===== src/rtl/hcmd_mbx_pkg.sv =====
package hcmd_mbx_pkg;

   // Word offsets (byte address bits 7:2) of the host map
   localparam logic [5:0] WOFS_CMD  = 6'h00;
   localparam logic [5:0] WOFS_STAT = 6'h01;
   localparam logic [5:0] WOFS_SRC  = 6'h02;
   localparam logic [5:0] WOFS_DST  = 6'h03;
   localparam logic [3:0] BOFS_WBUF = 4'h8;   // byte address bits 7:4
   localparam logic [3:0] BOFS_RBUF = 4'h9;

   // Command word fields
   localparam int IRQ_BIT = 8;
   localparam int SUB_LSB = 12;
   localparam int SUB_W   = 4;
   localparam int LEN_LSB = 16;
   localparam int LEN_W   = 5;

   // Status word fields
   localparam int ST_BUSY     = 0;
   localparam int ST_ERR      = 1;
   localparam int ST_FLAG     = 2;
   localparam int ST_CODE_LSB = 16;

   localparam int BUF_IDX_W = 2;
   localparam int BUF_MAX   = 4;

   typedef enum logic [7:0] {
      RC_OK          = 8'd0,
      RC_UNSUPPORTED = 8'd1,
      RC_UNSERVICED  = 8'd2,
      RC_CANNOT      = 8'd3,
      RC_INVALID     = 8'd4,
      RC_FAILED      = 8'd5,
      RC_SECURITY    = 8'd6,
      RC_UNSIGNED    = 8'd7
   } mbx_rc_e;

   function automatic int unsigned words_of(int unsigned nbytes, int unsigned cap);
      int unsigned w;
      w = (nbytes + 3) / 4;
      return (w > cap) ? cap : w;
   endfunction

endpackage


===== src/rtl/hcmd_mbx_wordbuf.sv =====
module hcmd_mbx_wordbuf #(
   parameter int WORDS  = 4,
   parameter int DATA_W = 32,
   parameter int IDX_W  = 2
) (
   input  logic                    clk,
   input  logic                    rst_n,
   input  logic                    we,
   input  logic [IDX_W-1:0]        idx,
   input  logic [DATA_W-1:0]       wdata,
   output logic [WORDS*DATA_W-1:0] flat
);

   generate
      for (genvar g = 0; g < WORDS; g++) begin : g_word
         logic [DATA_W-1:0] word_q;
         always_ff @(posedge clk) begin
            if (!rst_n)
               word_q <= '0;
            else if (we && idx == IDX_W'(g))
               word_q <= wdata;
         end
         assign flat[g*DATA_W +: DATA_W] = word_q;
      end
   endgenerate

endmodule


===== src/rtl/hcmd_mbx_ctrl.sv =====
module hcmd_mbx_ctrl
   import hcmd_mbx_pkg::*;
#(
   parameter int DATA_W  = 32,
   parameter int ECODE_W = 8
) (
   input  logic               clk,
   input  logic               rst_n,
   input  logic               cmd_wr,
   input  logic [DATA_W-1:0]  cmd_wdata,
   input  logic               stat_wr,
   input  logic               clr_bit,
   input  logic               done,
   input  logic               err_in,
   input  logic [ECODE_W-1:0] ecode_in,
   output logic [DATA_W-1:0]  cmd_q,
   output logic               busy,
   output logic               err,
   output logic [ECODE_W-1:0] ecode,
   output logic               flag,
   output logic               doorbell,
   output logic               irq
);

   logic accept, finish, flag_set, flag_clr;

   assign accept   = cmd_wr & ~busy;
   assign finish   = done & busy;
   assign flag_set = finish & cmd_q[IRQ_BIT];
   assign flag_clr = stat_wr & clr_bit;

   always_ff @(posedge clk) begin
      if (!rst_n) begin
         cmd_q    <= '0;
         busy     <= 1'b0;
         err      <= 1'b0;
         ecode    <= '0;
         flag     <= 1'b0;
         doorbell <= 1'b0;
      end else begin
         doorbell <= accept;
         if (accept) begin
            cmd_q <= cmd_wdata;
            busy  <= 1'b1;
            err   <= 1'b0;
            ecode <= '0;
         end else if (finish) begin
            busy  <= 1'b0;
            err   <= err_in;
            ecode <= err_in ? ecode_in : '0;
         end
         flag <= flag_set | (flag & ~flag_clr);
      end
   end

   assign irq = flag & cmd_q[IRQ_BIT];

endmodule


===== src/rtl/hcmd_mailbox.sv =====
module hcmd_mailbox
   import hcmd_mbx_pkg::*;
#(
   parameter int ADDR_W    = 8,
   parameter int DATA_W    = 32,
   parameter int PAY_WORDS = 4,
   parameter int ECODE_W   = 8,
   localparam int CNT_W    = $clog2(PAY_WORDS + 1)
) (
   input  logic                        clk,
   input  logic                        rst_n,
   input  logic                        host_wr,
   input  logic [ADDR_W-1:0]           host_addr,
   input  logic [DATA_W-1:0]           host_wdata,
   output logic [DATA_W-1:0]           host_rdata,
   output logic                        host_irq,
   output logic                        ctl_doorbell,
   output logic [DATA_W-1:0]           ctl_cmd,
   output logic [CNT_W-1:0]            ctl_len_words,
   output logic [DATA_W-1:0]           ctl_sptr,
   output logic [DATA_W-1:0]           ctl_dptr,
   output logic [PAY_WORDS*DATA_W-1:0] ctl_wbuf,
   input  logic                        ctl_done,
   input  logic                        ctl_err,
   input  logic [ECODE_W-1:0]          ctl_ecode,
   input  logic                        ctl_rbuf_we,
   input  logic [BUF_IDX_W-1:0]        ctl_rbuf_idx,
   input  logic [DATA_W-1:0]           ctl_rbuf_data
);

   // Elaboration-time parameter checks
   generate
      if (ADDR_W < 8)
         $error("hcmd_mailbox: ADDR_W must be at least 8");
      if (DATA_W < ST_CODE_LSB + ECODE_W || DATA_W < LEN_LSB + LEN_W)
         $error("hcmd_mailbox: DATA_W too narrow for the field layout");
      if (ECODE_W < 1 || ECODE_W > 8)
         $error("hcmd_mailbox: ECODE_W must be 1..8");
      if (PAY_WORDS < 1 || PAY_WORDS > BUF_MAX)
         $error("hcmd_mailbox: PAY_WORDS must be 1..4");
   endgenerate

   // Address decode
   logic       hi_ok, base_ok;
   logic [5:0] wofs;
   logic [1:0] bidx;
   logic       in_range;

   generate
      if (ADDR_W > 8) begin : g_hi
         assign hi_ok = (host_addr[ADDR_W-1:8] == '0);
      end else begin : g_nohi
         assign hi_ok = 1'b1;
      end
   endgenerate

   assign base_ok  = hi_ok && (host_addr[1:0] == 2'b00);
   assign wofs     = host_addr[7:2];
   assign bidx     = host_addr[3:2];
   assign in_range = (32'(bidx) < PAY_WORDS);

   logic hit_cmd, hit_stat, hit_src, hit_dst, hit_wbuf, hit_rbuf;
   assign hit_cmd  = base_ok && (wofs == WOFS_CMD);
   assign hit_stat = base_ok && (wofs == WOFS_STAT);
   assign hit_src  = base_ok && (wofs == WOFS_SRC);
   assign hit_dst  = base_ok && (wofs == WOFS_DST);
   assign hit_wbuf = base_ok && (host_addr[7:4] == BOFS_WBUF) && in_range;
   assign hit_rbuf = base_ok && (host_addr[7:4] == BOFS_RBUF) && in_range;

   // Command / status engine
   logic               busy_w, err_w, flag_w;
   logic [ECODE_W-1:0] ecode_w;

   hcmd_mbx_ctrl #(.DATA_W(DATA_W), .ECODE_W(ECODE_W)) ctrl_i (
      .clk      (clk),
      .rst_n    (rst_n),
      .cmd_wr   (host_wr && hit_cmd),
      .cmd_wdata(host_wdata),
      .stat_wr  (host_wr && hit_stat),
      .clr_bit  (host_wdata[ST_FLAG]),
      .done     (ctl_done),
      .err_in   (ctl_err),
      .ecode_in (ctl_ecode),
      .cmd_q    (ctl_cmd),
      .busy     (busy_w),
      .err      (err_w),
      .ecode    (ecode_w),
      .flag     (flag_w),
      .doorbell (ctl_doorbell),
      .irq      (host_irq)
   );

   // Pointer registers
   always_ff @(posedge clk) begin
      if (!rst_n) begin
         ctl_sptr <= '0;
         ctl_dptr <= '0;
      end else if (host_wr) begin
         if (hit_src) ctl_sptr <= host_wdata;
         if (hit_dst) ctl_dptr <= host_wdata;
      end
   end

   // Payload and reply buffers
   logic [PAY_WORDS*DATA_W-1:0] rbuf_flat;

   hcmd_mbx_wordbuf #(.WORDS(PAY_WORDS), .DATA_W(DATA_W), .IDX_W(BUF_IDX_W)) wbuf_i (
      .clk  (clk),
      .rst_n(rst_n),
      .we   (host_wr && hit_wbuf),
      .idx  (bidx),
      .wdata(host_wdata),
      .flat (ctl_wbuf)
   );

   hcmd_mbx_wordbuf #(.WORDS(PAY_WORDS), .DATA_W(DATA_W), .IDX_W(BUF_IDX_W)) rbuf_i (
      .clk  (clk),
      .rst_n(rst_n),
      .we   (ctl_rbuf_we),
      .idx  (ctl_rbuf_idx),
      .wdata(ctl_rbuf_data),
      .flat (rbuf_flat)
   );

   logic [DATA_W-1:0] wbuf_w [PAY_WORDS];
   logic [DATA_W-1:0] rbuf_w [PAY_WORDS];
   generate
      for (genvar g = 0; g < PAY_WORDS; g++) begin : g_unpack
         assign wbuf_w[g] = ctl_wbuf[g*DATA_W +: DATA_W];
         assign rbuf_w[g] = rbuf_flat[g*DATA_W +: DATA_W];
      end
   endgenerate

   // Status word and read mux
   logic [DATA_W-1:0] stat_word;
   always_comb begin
      stat_word                           = '0;
      stat_word[ST_BUSY]                  = busy_w;
      stat_word[ST_ERR]                   = err_w;
      stat_word[ST_FLAG]                  = flag_w;
      stat_word[ST_CODE_LSB +: ECODE_W]   = ecode_w;
   end

   always_comb begin
      host_rdata = '0;
      if (hit_cmd)       host_rdata = ctl_cmd;
      else if (hit_stat) host_rdata = stat_word;
      else if (hit_src)  host_rdata = ctl_sptr;
      else if (hit_dst)  host_rdata = ctl_dptr;
      else if (hit_wbuf) host_rdata = wbuf_w[bidx];
      else if (hit_rbuf) host_rdata = rbuf_w[bidx];
   end

   // Payload length in words
   assign ctl_len_words = CNT_W'(words_of(32'(ctl_cmd[LEN_LSB +: LEN_W]), PAY_WORDS));

endmodule


===== config.mk =====
export PLATFORM = sky130hd
export DESIGN_NAME = hcmd_mailbox
export DESIGN_NICKNAME = d
export VERILOG_FILES = /design/src/rtl/hcmd_mbx_pkg.sv /design/src/rtl/hcmd_mbx_wordbuf.sv /design/src/rtl/hcmd_mbx_ctrl.sv /design/src/rtl/hcmd_mailbox.sv
export SDC_FILE = /design/constraint.sdc
export NUM_CORES = 1
export LEC_CHECK = 0
export BUFFER_PORTS_ARGS = -buffer_cell sky130_fd_sc_hd__clkbuf_2
export CAP_MARGIN = 20
export CORE_MARGIN = 3
export CORE_UTILIZATION = 50
export DETAILED_ROUTE_END_ITERATION = 6
export PLACE_DENSITY_LB_ADDON = 0.1
export SETUP_SLACK_MARGIN = 0.1
export SLEW_MARGIN = 30
export SYNTH_ARGS = -nofsm -noshare
export SYNTH_HDL_FRONTEND = slang
export SYNTH_SLANG_ARGS = --single-unit

===== constraint.sdc =====
create_clock -name clk -period 1.6 [get_ports clk]
set_input_delay 0.08 -clock clk [delete_from_list [all_inputs] [get_ports clk]]
set_output_delay 0.08 -clock clk [all_outputs]
set_load 0.005 [all_outputs]

### Word level (Yosys, flattened, before mapping)

Index checks and enable logic that the tools add are counted.

| storage, ports and cells | value |
|---|---|
| bits of input ports | 88 |
| output and inout port bits | 261 |
| flip-flop bits (word level) | 364 |
| word-level logic and storage cells | 82 |

| cells by class | value |
|---|---|
| add/subtract/negate cells | 1 |
| magnitude comparators | 2 |
| equality and inequality tests | 11 |
| reductions and logical operators | 25 |
| bitwise logic cells | 11 |
| mux-type cells | 16 |

Operators with widths:

| kind | number |
|---|---|
| two-way mux 32 bit | 10 |
| binary-select mux 32 bit (select 2 bit) | 2 |
| logical AND 1 bit | 17 |
| equality test 6 x 2 -> 1 bit, second input constant | 2 |
| equality test 2 bit, second input constant | 4 |
| equality test 4 bit, second input constant | 2 |
| two-way mux 8 bit | 1 |
| adder 5 x 2 -> 6 bit, second input constant | 1 |
| bitwise AND 1 bit | 6 |
| equality test 6 x 1 -> 1 bit, second input constant | 1 |
| logical NOT 2 bit | 3 |
| logical NOT 6 bit | 1 |
| equality test 2 x 1 -> 1 bit, second input constant | 2 |
| > comparator 4 x 3 -> 1 bit, second input constant | 1 |
| AND reduction 2 bit | 2 |
| >= comparator 3 bit, second input constant | 1 |
| two-way mux 3 bit | 1 |
| inverter 1 bit | 3 |
| inverter 2 -> 3 bit | 1 |
| two-way mux 1 bit | 2 |
| nonzero test 2 bit | 1 |
| OR reduction 2 bit | 1 |
| bitwise OR 1 bit | 1 |

### Logic depth before layout (Yosys ltp)

Gate-level depths: netlist of run 1.

| logic depth | value |
|---|---|
| word-level depth | 10 |
| gate-level depth with buffers | 9 |
| gate-level depth less buffers | 5 |

### Cells and area by module

A second synthesis of run 1 with hierarchy kept.

| second synthesis, totals | value |
|---|---|
| cells, all modules | 1729 |
| area total of the unflattened synthesis | 17925.9 µm² |

Modules (own cells, without submodules):

| module | times used | cells an instance | seq. area each (µm²) | area an instance (µm²) |
|---|---|---|---|---|
| hcmd_mbx_wordbuf | 2 | 453 | 2562.5 | 4792.1 |
| hcmd_mailbox | 1 | 621 | 1281.2 | 5874.4 |
| hcmd_mbx_ctrl | 1 | 202 | 880.8 | 2467.4 |

### Worst setup path after synthesis of run 1

No wires, ideal clock.

| timing path | value |
|---|---|
| path kind | input port to output port |
| start point | in host_addr[2] |
| end point | out host_rdata[17] |
| buffers on the path | 3 |
| setup slack | 0.031 ns |
| arrival time | 1.489 ns |
| stages on the path | 5 |
| required time | 1.520 ns |
| cell sequence | buf_2 buf_2 buf_2 mux4_2 o21a_1 |

| between the ends | value |
|---|---|
| word-level cells in the longest chain between the ends | 10 |
| elaborated cells on any way between the ends | 21 |
| classes of those cells | 3 x eq/ne; 12 x mux; 1 x bitwise; 5 x reduce/logical |

RTL lines:

| element | line | RTL |
|---|---|---|
| start: declaration | hcmd_mailbox.sv:13 | `input logic [ADDR_W-1:0] host_addr,` |
| inverter 2 -> 3 bit (implied by the code) | hcmd_mailbox.sv:150, hcmd_mailbox.sv:151 |  |
| binary-select mux 32 bit (select 2 bit) | hcmd_mailbox.sv:151 | `else if (hit_rbuf) host_rdata = rbuf_w[bidx];` |
| two-way mux 32 bit (implied by the code) (2 in series) | hcmd_mailbox.sv:151 |  |
| two-way mux 32 bit | hcmd_mailbox.sv:151 |  |
| two-way mux 32 bit | hcmd_mailbox.sv:150 | `else if (hit_wbuf) host_rdata = wbuf_w[bidx];` |
| two-way mux 32 bit | hcmd_mailbox.sv:149 | `else if (hit_dst) host_rdata = ctl_dptr;` |
| two-way mux 32 bit | hcmd_mailbox.sv:148 | `else if (hit_src) host_rdata = ctl_sptr;` |
| two-way mux 32 bit | hcmd_mailbox.sv:147 | `else if (hit_stat) host_rdata = stat_word;` |
| two-way mux 32 bit * | hcmd_mailbox.sv:146 | `if (hit_cmd) host_rdata = ctl_cmd;` |
| end: declaration | hcmd_mailbox.sv:15 | `output logic [DATA_W-1:0] host_rdata,` |

Mark *: on every way between the ends. The rest lies on a longest branch, timed or not. The select of a mux whose other input is x is not followed.

### Final worst setup path of run 1

| timing path | value |
|---|---|
| start point | reg rbuf_i.g_word[3].word_q[4] |
| end point | out host_rdata[4] |

| between the ends | value |
|---|---|
| word-level cells in the longest chain between the ends | 9 |

RTL lines:

| element | line | RTL |
|---|---|---|
| start: declaration | hcmd_mbx_wordbuf.sv:16 | `logic [DATA_W-1:0] word_q;` |
| start signal: assignment | hcmd_mbx_wordbuf.sv:21 | `word_q <= wdata;` |
| binary-select mux 32 bit (select 2 bit) | hcmd_mailbox.sv:151 |  |
| two-way mux 32 bit (implied by the code) (2 in series) | hcmd_mailbox.sv:151 |  |
| two-way mux 32 bit | hcmd_mailbox.sv:151 |  |
| two-way mux 32 bit | hcmd_mailbox.sv:150 |  |
| two-way mux 32 bit | hcmd_mailbox.sv:149 |  |
| two-way mux 32 bit | hcmd_mailbox.sv:148 |  |
| two-way mux 32 bit | hcmd_mailbox.sv:147 |  |
| two-way mux 32 bit | hcmd_mailbox.sv:146 |  |

Every way passes these cells. The select of a mux whose other input is x is not followed.

==> flow_summary.ini, run 1 <==
[routing]
post_drt_via_cell_ratio = 5.68
drc = 0
drt_first_iter_violations = 1340
wire_per_inst_um = 21.4
vias = 16344
routed_wl_um = 61700
ant_nets = 0
dr.pass1.iters = 5

[sta]
slew_violations = 0
hold_viol = 0
finalWorstPathRequiredPeriod_ns = 2.17
skew_ns = 0.00824
tightest_slew_ns = 0.708
timing.final.ws_setup_ns = -0.575
rsz0062_at_grt = true
setup_viol = 32
min_period_over_period_pct = 136
max_slew_margin_pct = 52.8
max_freq_ghz = 0.460

[global_route]
antenna_found_initial = 3
overflow = 0
grt_max_degree = 123
grt_pass1_vias = 16013
grt_pass1_wl_um = 94500
grtUsageTotal_pct = 33.7

[layout]
postLayoutCellArea_um2 = 22400
fillerInstances = 2722
fin_cells = 2879
finalNetCount = 2491
areaGrowthSynthToFinish_pct = 34.1
fin_util_pct = 68.4
drive_gt1_share_pct = 29.2

[die]
ioPinCount = 349
rows = 66
die_area_um2 = 35600
start_util_pct = 51.0
die_h_um = 189
die_w_um = 189
core_um2 = 32700

[yosys]
synth-edff-count = 0
synth_ff_type = dfxtp_1
ys_seq_area_share_pct = 43.7
ys_types = 45
ys_warn_count = 0
synth_cells = 1966
synth.net_count = 2054
postSynth.asyncResetShare_pct = 0
synth.avg_cell_area_um2 = 8.48
synth-seq-cells = 364
syn_area_um2 = 16700

[critical_path]
cp.arrival_ns = 2.09
crit_required_ns = 1.52
critPathKind = reg -> out
max_stage_delay_ns = 0.51
cp-start-kind = flip-flop
cp_max_fo = 2
crit_chain = mux4_2, a22o_1, a221oi_2, a31oi_1, buf_4, clkbuf_2
slowest_stage = mux4_2
end_kind = output port

[pwr]
power.static_leakage_nw = 8.80
ir_drop_mv = 1.06
p_per_area_nw_per_um2 = 932

[clock_tree]
cts_tree = yes
htreeDepth = 2
clk_path_buf_depth = 3
clkLatencyLatePin_ns = 0.53
path_clk_slew_ns = 0.06
numCtsBuffers = 41
clockRootBuffer = clkbuf_16
clkSinkCount = 364

[outcome]
violations = setup timing
outcome = finished with violations

[placement]
dp.cells = 2720
place_ws_ns = -0.364
portBuffers = 348
place_area_um2 = 19700
routabilityCongestion = 0.979
place_hpwl_um = 42600

[job]
drv_cap = 0

[hold_path]
min_path_type = in -> reg
power breakdown:
group	leakage, nW	internal, mW	switching (mW)
Sequential	2.95	9.18	0.0578
Combinational	5.14	0.744	0.954
Clock	0.705	6.06	3.83
Total	8.80	16.0	4.84
final cells by class:
| class | count | area (um2) | area share, % |
|---|---|---|---|
| flip-flops and latches | 364 | 7320 | 32.8 |
| well taps | 442 | 553 | 2.47 |
| diodes | 3 | 7.51 | 0.0336 |
| multi-input cells | 1428 | 9010 | 40.3 |
| clock buffers | 60 | 1250 | 5.59 |
| repair buffers | 566 | 4020 | 18.0 |
| clock inverters | 14 | 183 | 0.817 |
| inverters | 2 | 7.51 | 0.0336 |
cell usage after synthesis, types with 2 or more instances:
master | n | area [um2]
nand2_1 | 691 | 2590
dfxtp_1 | 364 | 7290
a21boi_0 | 246 | 1850
clkbuf_1 | 113 | 424
a21boi_1 | 75 | 563
a22o_1 | 62 | 543
buf_2 | 44 | 220
mux4_2 | 44 | 991
nor2_1 | 37 | 139
nand2b_1 | 33 | 206
mux2i_1 | 32 | 320
a21oi_1 | 31 | 155
o21ai_0 | 24 | 120
a22oi_1 | 21 | 158
a31oi_1 | 21 | 131
a221oi_1 | 20 | 175
o22ai_1 | 20 | 125
nand3_1 | 11 | 55.1
o21a_1 | 11 | 82.6
buf_4 | 10 | 75.1
o221ai_1 | 10 | 87.6
and2_1 | 4 | 25.0
and3_1 | 4 | 25.0
nor3_2 | 4 | 40.0
or3_1 | 4 | 25.0
buf_1 | 3 | 11.3
buf_6 | 3 | 33.8
nor2b_1 | 3 | 18.8
inv_1 | 2 | 7.51
nor3_1 | 2 | 10.0
nor3_4 | 2 | 32.5
or2_2 | 2 | 12.5
worst paths after layout:
check / slack (ns) / endpoint / depth (start not counted) / startpoint
max: -0.57 / host_rdata[4] / 6 / rbuf_i.g_word[3].word_q[4]$_SDFFE_PN0P_
min: 0.11 / ctrl_i.busy$_SDFFE_PN0P_ / 5 / host_wr
max reg2reg: 0.15 / ctrl_i.cmd_q[20]$_SDFFE_PN0P_ / 4 / ctrl_i.busy$_SDFFE_PN0P_
min reg2reg: 0.45 / ctrl_i.ecode[1]$_SDFFE_PP0P_ / 2 / ctrl_i.ecode[1]$_SDFFE_PP0P_
state kept, by name (all words and copies together) (netlist names):
| signal | cells |
|---|---|
| rbuf_i.g_word.word_q | 128 |
| wbuf_i.g_word.word_q | 128 |
| ctl_dptr | 32 |
| ctl_sptr | 32 |
| ctrl_i.cmd_q | 32 |
| ctrl_i.ecode | 8 |
| ctrl_i.busy | 1 |
| ctrl_i.doorbell | 1 |
| ctrl_i.err | 1 |
| ctrl_i.flag | 1 |
kinds of logic after synthesis:
| logic type | Yosys count | share of synthesized area [%] |
|---|---|---|
| and+or+nand+nor | 807 | 19.7 |
| AOI/OAI and AO/OA | 543 | 24.0 |
| DFF | 364 | 43.7 |
| buffers and inverters | 175 | 4.63 |
| muxes | 76 | 7.87 |
| xor gates and xnor gates | 1 | 0.0526 |
cell usage in the layout (no fill, tap or decap), types with 23 or more instances in the layout:
cell type	instances
nand2_1	681
clkbuf_2	340
dfxtp_1	339
a21boi_0	246
buf_4	107
a21boi_1	75
dlygate4sd3_1	75
a22o_1	62
mux4_2	44
clkbuf_16	43
buf_12	33
nand2b_1	32
mux2i_1	32
nor2_1	32
a21oi_1	23
o21ai_0	23
dfxtp_2	23
per-stage QoR:
stage          TNS, ns  hold WS [ns]  total power [mW]
6_report        -12.14         0.109              20.8
2_1_floorplan        0         0.206              10.2
3_3_place_gp    -36.74         0.337              10.9
3_5_place_dp    -46.38         0.342              10.9
4_1_cts         -12.20        0.0850              20.9
5_1_grt         -14.14         0.113              21.5
what timing repair did:
action,in CTS,in global routing
hold buffers,75,0
gates cloned,1,0
hold endpoints to repair,362,0
endpoints found under the setup margin,67,38
gates resized for setup,64,33
pin swaps,16,5
setup buffers,4,2
routing by layer:
layer	GRT usage [%]	vias to the layer above	wire length (um)
li1	-	7630	-
met1	43.0	7793	24600
met3	6.47	159	5140
met4	13.7	0	2690
met2	56.2	762	29200
met5	0	-	0
worst max-delay path, delay by kind of cell, from the launching register on:
kind | cells | cell delay [ns]
mux | 1 | 0.51
compound gates | 3 | 0.49
flops | 1 | 0.31
buf+inv | 2 | 0.26
Power figures use the tool's default switching activity.
==> run 2: changes to the inputs <==
--- a/config.mk
+++ b/config.mk
@@ -11,7 +11,6 @@
 export CORE_UTILIZATION = 50
 export DETAILED_ROUTE_END_ITERATION = 6
 export PLACE_DENSITY_LB_ADDON = 0.1
-export SETUP_SLACK_MARGIN = 0.1
 export SLEW_MARGIN = 30
 export SYNTH_ARGS = -nofsm -noshare
 export SYNTH_HDL_FRONTEND = slang
==> run 2 against run 1 <==
The run still ends with setup timing left. Cell area decreased by 0.44%. Worst hold slack worse by 0.073 ns. Clock skew up 0.0064 ns. Largest cell class unchanged. Via count is 0.86% lower. First-iteration DRC count shrank 6.8%.
==> flow_summary.ini, run 2 (synthesis gave the netlist of run 1 again) <==
[pwr]
power.clock.fraction_pct = 46.9
power.static_leakage_nw = 8.68
ir_drop_mv = 0.742
swShare_pct = 22.9
p_per_area_nw_per_um2 = 925
pwr-share-seq_pct = 44.9
comb_power_share_pct = 8.2
intPower_mw = 15.9
switchingPower_mw = 4.72

[placement]
portBuffers = 348
dp.cells = 2703
place_hpwl_um = 41400
routabilityCongestion = 0.923

[sta]
min_period_over_period_pct = 133
tightest_slew_ns = 0.862
hold_viol = 0
max_slew_margin_pct = 42.4
timing.final.ws_setup_ns = -0.534
rsz0062_at_grt = true
slew_violations = 0
hold_ws_ns = 0.0356
max_freq_ghz = 0.469
setup_viol = 32
skew_ns = 0.0146
finalWorstPathRequiredPeriod_ns = 2.13

[die]
die_h_um = 189
core_um2 = 32700
die_area_um2 = 35600
ioPinCount = 349
rows = 66
die_w_um = 189
start_util_pct = 51.0

[global_route]
grt_max_degree = 111
antenna_found_initial = 3
grt_pass1_vias = 15883
overflow = 0
grtUsageTotal_pct = 32.9
grt_pass1_wl_um = 92800

[critical_path]
slowest_stage = mux4_2
crit_required_ns = 1.52
cp.arrival_ns = 2.05
crit_cells = 5
reg2regPathDepth = 3
crit_chain = mux4_2, a22o_1, a221oi_2, a31oi_1, clkbuf_2
cp.buffers_inverters = 1
critPathKind = reg -> out
end_kind = output port
cpLargestDelayFamily = multiplexers
cp_max_fo = 2
max_stage_delay_ns = 0.54
cp-start-kind = flip-flop

[outcome]
outcome = finished with violations
violations = setup timing

[layout]
fin_cells = 2856
finalNetCount = 2472
multi_input_area_um2 = 8970
fillerInstances = 2707
fin_util_pct = 68.0
largestRegisters = rbuf_i.g_word.word_q: 128 flops, wbuf_i.g_word.word_q: 128 flops
final_common_cell = nand2_1
mostFrequentLayoutCells = nand2_1, dfxtp_1, clkbuf_2
seq_area_um2 = 7310
areaGrowthSynthToFinish_pct = 33.5
drive_gt1_share_pct = 28.2

[job]
drv_cap = 0

[clock_tree]
clkLatencyLatePin_ns = 0.53
clockRootBuffer = clkbuf_16
htreeDepth = 2
cts_tree = yes
numCtsBuffers = 40
path_clk_slew_ns = 0.06
clkSinkCount = 364
clk_path_buf_depth = 3

[routing]
drc = 0
ant_nets = 0
wire_per_inst_um = 21.0
vias = 16203
dr.pass1.iters = 5
drt_first_iter_violations = 1249
post_drt_via_cell_ratio = 5.67
routed_wl_um = 60000

[hold_path]
min_path_type = in -> reg
min_path_cells = 4
==> run 2: cell types whose count changed in the layout (fill, tap and decap cells not counted), moves of 3 or more <==
cell | previous run | this run
buf_4 | 107 | 82
dfxtp_1 | 339 | 342
nand2_4 | 3 | 0
buf_12 | 33 | 41
==> run 2: stage by stage <==
step	cell area (um2)	worst slack [ns]	setup TNS [ns]	total power [mW]
5_1_grt	22300	-0.557	-13.02	21.2
3_3_place_gp	19700	-0.313	-57.39	10.9
3_5_place_dp	19700	-0.325	-66.49	10.9
4_1_cts	22200	-0.494	-11.57	20.6
6_report	22300	-0.534	-11.21	20.6
2_1_floorplan	16700	0.0305	0	10.2
==> run 2: area by class of cell <==
cell class / count / share of cell area (%)
clock inverter: 11 / 0.810
tap: 442 / 2.49
clock buffer: 58 / 5.35
inverter: 2 / 0.0337
antenna: 3 / 0.0337
sequential: 364 / 32.9
multi-input combinational: 1427 / 40.3
timing repair buffer: 549 / 18.1
==> run 2: what timing repair did <==
action	in CTS	in global routing
hold endpoints to repair	362	0
cloned	1	0
pin swaps	20	9
hold buffers	74	0
resized for setup	64	28
endpoints found under the setup margin	33	34
setup buffers	6	1
==> run 2: routing by layer <==
metal	wire [um]	track usage, %	up-vias
met2	28500	55.1	734
met4	2440	13.0	0
met3	4660	5.25	158
met1	24400	42.7	7734
li1	-	-	7577
met5	0	0	-
==> run 2: worst reg2reg max path: stages, from the launching register on <==
cell     delay [ns]
dfxtp_1        0.32
nor4_2         0.47
nor2b_4        0.27
a22o_1         0.30
==> run 2: final timing paths <==
check / startpoint / end / slack (ns)
setup / recovery: rbuf_i.g_word[3].word_q[14]$_SDFFE_PN0P_ / host_rdata[14] / -0.53
setup reg to reg: ctrl_i.busy$_SDFFE_PN0P_ / ctrl_i.cmd_q[25]$_SDFFE_PN0P_ / 0.13
hold reg to reg: ctrl_i.ecode[4]$_SDFFE_PP0P_ / ctrl_i.ecode[4]$_SDFFE_PP0P_ / 0.45
hold / removal: host_wr / ctrl_i.busy$_SDFFE_PN0P_ / 0.04
==> run 2: power by group through the flow <==
| stage | Clock [mW] | Combinational, mW | Sequential, mW |
|---|---|---|---|
| final | 9.66 | 1.69 | 9.24 |
| after CTS | 9.76 | 1.66 | 9.23 |
| after floorplan | 0 | 0.766 | 9.42 |
| after global routing | 10.2 | 1.80 | 9.24 |
| after detailed placement | 0 | 1.48 | 9.43 |
| after global placement | 0 | 1.46 | 9.43 |
